==> src/rtl/udma_rd_init.sv <==
module udma_rd_init #(
  parameter int CLK_NS = 10,
  parameter int AW     = 3,
  parameter int CSW    = 2
) (
  input  logic           clk,
  input  logic           rst,
  input  logic           start_i,
  input  logic [2:0]     mode_i,
  input  logic [AW-1:0]  addr_i,
  input  logic [CSW-1:0] cs_n_i,
  input  logic           dmarq_i,
  input  logic           dstrobe_i,
  input  logic           release_i,
  output logic           dmack_n_o,
  output logic           stop_o,
  output logic           hdmardy_n_o,
  output logic           dd_oe_o,
  output logic [AW-1:0]  da_o,
  output logic [CSW-1:0] cs_n_o,
  output logic           busy_o,
  output logic           first_strobe_o,
  output logic           err_o
);

  function automatic int cdiv(int ns);
    return (ns + CLK_NS - 1) / CLK_NS;
  endfunction

  function automatic int fs_ns(logic [2:0] m);
    case (m)
      3'd0:    return 230;
      3'd1:    return 200;
      3'd2:    return 170;
      3'd3:    return 130;
      3'd4:    return 120;
      default: return 90;
    endcase
  endfunction

  localparam int CNT_W   = $clog2(230 / CLK_NS + 4) + 1;
  localparam int ACK_RAW = cdiv(20);
  localparam int ACK_C   = (ACK_RAW < 1) ? 1 : ACK_RAW;
  localparam int ENV_C   = (ACK_RAW < 2) ? 2 : ACK_RAW;
  localparam logic [CNT_W-1:0] ACK_LAST = CNT_W'(ACK_C - 1);
  localparam logic [CNT_W-1:0] ENV_LAST = CNT_W'(ENV_C - 1);
  localparam logic [CNT_W-1:0] CNT_MAX  = '1;

  typedef enum logic [2:0] {
    S_IDLE, S_WAIT_RQ, S_SETUP, S_ACK, S_ENV, S_WAIT_FS, S_ACTIVE, S_HOLD
  } st_t;

  st_t              st;
  logic [2:0]       mode_q;
  logic [AW-1:0]    addr_q;
  logic [CSW-1:0]   cs_q;
  logic [CNT_W-1:0] cnt;
  logic             ds_q;
  logic             err_q;
  logic [CNT_W-1:0] fs_lim;
  logic             s_edge;
  logic             acked;

  assign fs_lim = CNT_W'(cdiv(fs_ns(mode_q)));
  assign s_edge = dstrobe_i ^ ds_q;
  assign acked  = (st == S_ACK) || (st == S_ENV) || (st == S_WAIT_FS);

  always_ff @(posedge clk) ds_q <= dstrobe_i;

  always_ff @(posedge clk) begin
    if (rst) begin
      st     <= S_IDLE;
      mode_q <= '0;
      addr_q <= '0;
      cs_q   <= '1;
      cnt    <= '0;
      err_q  <= 1'b0;
    end else begin
      case (st)
        S_IDLE: if (start_i) begin
          mode_q <= mode_i;
          addr_q <= addr_i;
          cs_q   <= cs_n_i;
          err_q  <= 1'b0;
          st     <= S_WAIT_RQ;
        end
        S_WAIT_RQ: if (dmarq_i) begin
          cnt <= '0;
          st  <= S_SETUP;
        end
        S_SETUP: begin
          if (!dmarq_i) st <= S_IDLE;
          else if (cnt >= ACK_LAST) begin
            cnt <= '0;
            st  <= S_ACK;
          end else cnt <= cnt + 1'b1;
        end
        S_ACTIVE: if (release_i) begin
          cnt <= '0;
          st  <= S_HOLD;
        end
        S_HOLD: begin
          if (cnt >= ACK_LAST) st <= S_IDLE;
          else cnt <= cnt + 1'b1;
        end
        default: begin
          if (!dmarq_i) begin
            cnt <= '0;
            st  <= S_HOLD;
          end else begin
            if (cnt != CNT_MAX) cnt <= cnt + 1'b1;
            if (s_edge && cnt < fs_lim) err_q <= 1'b1;
            if (st == S_ACK) st <= S_ENV;
            else if (st == S_ENV && cnt >= ENV_LAST) st <= S_WAIT_FS;
            else if (st == S_WAIT_FS && s_edge && cnt >= fs_lim) st <= S_ACTIVE;
          end
        end
      endcase
    end
  end

  assign dmack_n_o      = !(acked || st == S_ACTIVE);
  assign stop_o         = !(st == S_WAIT_FS || st == S_ACTIVE);
  assign hdmardy_n_o    = stop_o;
  assign dd_oe_o        = (st == S_IDLE) || (st == S_WAIT_RQ) || (st == S_SETUP);
  assign da_o           = (st == S_IDLE) ? '0 : addr_q;
  assign cs_n_o         = (st == S_IDLE) ? '1 : cs_q;
  assign busy_o         = (st != S_IDLE);
  assign first_strobe_o = (st == S_ACTIVE);
  assign err_o          = err_q;

endmodule


==> config.mk <==
export PLATFORM = sky130hd
export DESIGN_NAME = udma_rd_init
export DESIGN_NICKNAME = d
export VERILOG_FILES = /design/src/rtl/udma_rd_init.sv
export SDC_FILE = /design/constraint.sdc
export NUM_CORES = 1
export LEC_CHECK = 0
export ABC_AREA = 1
export CAP_MARGIN = 20
export CORE_MARGIN = 4
export CORE_UTILIZATION = 48
export CTS_BUF_LIST = sky130_fd_sc_hd__clkbuf_8 sky130_fd_sc_hd__clkbuf_16
export DETAILED_ROUTE_END_ITERATION = 10
export PLACE_DENSITY = 0.76
export SYNTH_ARGS = -nofsm -noshare
export SYNTH_HDL_FRONTEND = slang
export SYNTH_SLANG_ARGS = --single-unit
==> constraint.sdc <==
create_clock -name clk -period 3.2 [get_ports clk]
set_input_delay 0.64 -clock clk [delete_from_list [all_inputs] [get_ports clk]]
set_output_delay 0.64 -clock clk [all_outputs]
set_load 0.005 [all_outputs]
==> out/results.tsv <==
metric	value	unit
status	complete, but fails checks	
violations	setup timing	
finalHoldViolCount	0	
io_pins	26	
fin_cells	324	
yosysSeqAreaShare	0.248	
path_buf_inv	6	
cts_tree	done	
die_h	64.5	um
num_vias	1644	
path_clk_slew	70	ps
drive_gt1_frac	0.318	
p_leak	0.966	nW
synth_top_area_frac	0.248	
synth_cells	233	
maxCapViolCount	0	
start_kind	flop	
areaGrowthSynthToFinish	41.4	%
ant_nets	0	
slowest_stage	dfxtp_4	
cts_num_sinks	19	
grt_pass1_vias	1643	
max_stage_delay	360	ps
grt_max_degree	17	
dieArea	0.00416	sq mm
root_buffer	clkbuf_8	
numPortBuffers	25	
synth.distinct_cells	38	
cp_max_fo	4	
crit_type	reg -> reg	
vias_per_cell	5.07	
fp.dieW	64.5	um
finalCritPeriodShare	1.02	
grt_antenna_before_repair	0	
peakVddDrop	0.534	mV
hp-class	reg -> reg	
netlist_top_cells_area	dfxtp_1 25%, ha_1 9.0%, nand2_1 8.8%	
worstSetupEndpointType	flop	
fillers	255	
core_area	0.00305	sq mm
fin_skew	4.16	ps
numCtsBuffers	3	
placed_cells	312	
final-max-slew-violation-count	0	
cp.required	3350	ps
ys_warn_count	0	
fin_nets	306	
post-dp-hpwl	2770	um
fmax	0.307	GHz
period_minus_slack	3250	ps
wl_per_cell	11.5	um
drt_iter0_markers	55	
setup_violations	3	
clockBufferDepth	2	
final_common_cell	nand2_1	
cp_data_arrival_time	3400	ps
first_pass_iters	4	
timing.setup.tns	-136	ps
rsz0062_at_grt	yes	
gp_congestion	0.883	
cp_top_family	simple AND/OR/NAND/NOR gates	
hold_ws	459	ps
synth_top_area_cell	dfxtp_1	
grt-ovfl-total	0	
start_util	0.502	
h-tree-depth	1	
drc	0	
post-place-ws	-231	ps
grt_use_total	0.197	
fin_ws	-52.6	ps
critPathMostFrequentCell	nand2_1	
totalWireLength	3720	um
rows	20	
power_density	1020	mW/mm^2
syn_area	0.00153	sq mm
antenna_cells	0	
grt_pass1_wl	6720	um
clk_latency	250	ps
syn_area_per_cell	6.58	sq um
final_cell_mix	31 x nand2_1, 26 x inv_1, 25 x clkdlybuf4s50_1	
synth_seq_cells	19	
synth.net_count	258	
==> registers in the layout (all words and copies together), names as in the netlist <==
name / count
cnt: 6
addr_q: 3
mode_q: 3
st: 3
cs_q: 2
ds_q: 1
err_o: 1
==> logic make-up after synthesis <==
family,share of synthesized area
and+or+nand+nor,0.393
buffers and inverters,0.108
AOI/OAI and AO/OA,0.153
DFF,0.248
adders and majority gates,0.0897
xor gates and xnor gates,0.00571
other,0.00244
==> through the flow <==
stage	cell area (sq um)	power, mW	util
after floorplan	1540	1.31	-
after global placement	1940	1.72	0.634
after detailed placement	1940	1.76	0.634
after CTS	2100	2.09	0.689
after global routing	2170	2.44	0.710
final	2170	2.21	0.710
==> synthesized netlist by cell type (all sizes together) <==
cell type / n
nand4: 5
clkinv: 1
or2: 3
inv: 37
clkbuf: 4
a211oi: 1
nor4: 1
nand3: 18
conb: 1
o21ai: 14
nand2: 51
a31oi: 1
a21o: 1
nor2: 29
a32oi: 1
o22ai: 1
and3: 1
dfxtp: 19
o31ai: 1
nor3b: 1
xnor2: 1
a21oi: 15
o2111ai: 1
nor3: 11
ha: 11
o211ai: 1
buf: 1
a311o: 1
==> worst min-delay path: stages (launching register included) <==
cell	delay, ps
dfxtp_1	300
inv_1	60
a21oi_1	60
==> metal layers <==
metal | up-vias | track usage | routed length (um)
met5 | - | 0 | 0
met4 | 0 | 0.0871 | 125
met3 | 16 | 0.0260 | 112
met2 | 43 | 0.354 | 1840
met1 | 727 | 0.231 | 1630
li1 | 858 | - | -
==> power breakdown <==
part | switching [mW] | internal, mW | leakage (nW) | total (mW)
registers | 0.0646 | 0.302 | 0.158 | 0.367
logic | 0.924 | 0.755 | 0.782 | 1.68
clock network | 0.0793 | 0.0864 | 0.0255 | 0.166
total | 1.07 | 1.14 | 0.966 | 2.21
==> path summary, 6_finish.rpt <==
path | slack (ps) | startpoint | endpoint | cells after the start
min | 460 | addr_q[1]$_SDFFE_PP0P_ | addr_q[1]$_SDFFE_PP0P_ | 2
max reg2reg | -50 | mode_q[0]$_SDFFE_PP0P_ | st[2]$_SDFFE_PP0P_ | 29
max | -50 | mode_q[0]$_SDFFE_PP0P_ | st[2]$_SDFFE_PP0P_ | 29
min reg2reg | 460 | addr_q[1]$_SDFFE_PP0P_ | addr_q[1]$_SDFFE_PP0P_ | 2
==> final cells by class <==
type,count,area (sq um),area share
well taps,44,55.1,0.0254
repair buffers,48,423,0.195
multi-input cells,171,1110,0.511
clock inverters,1,5.00,0.00231
inverters,38,148,0.0681
clock buffers,3,41.3,0.0190
flip-flops and latches,19,389,0.179
==> repair_timing <==
item / in CTS / in global routing
gates cloned: 0 / 0
hold buffers: 0 / 0
setup buffers: 10 / 1
pin swaps: 6 / 6
gates resized for setup: 12 / 21
setup endpoints to repair: 3 / 4
Power figures use the tool's default switching activity.
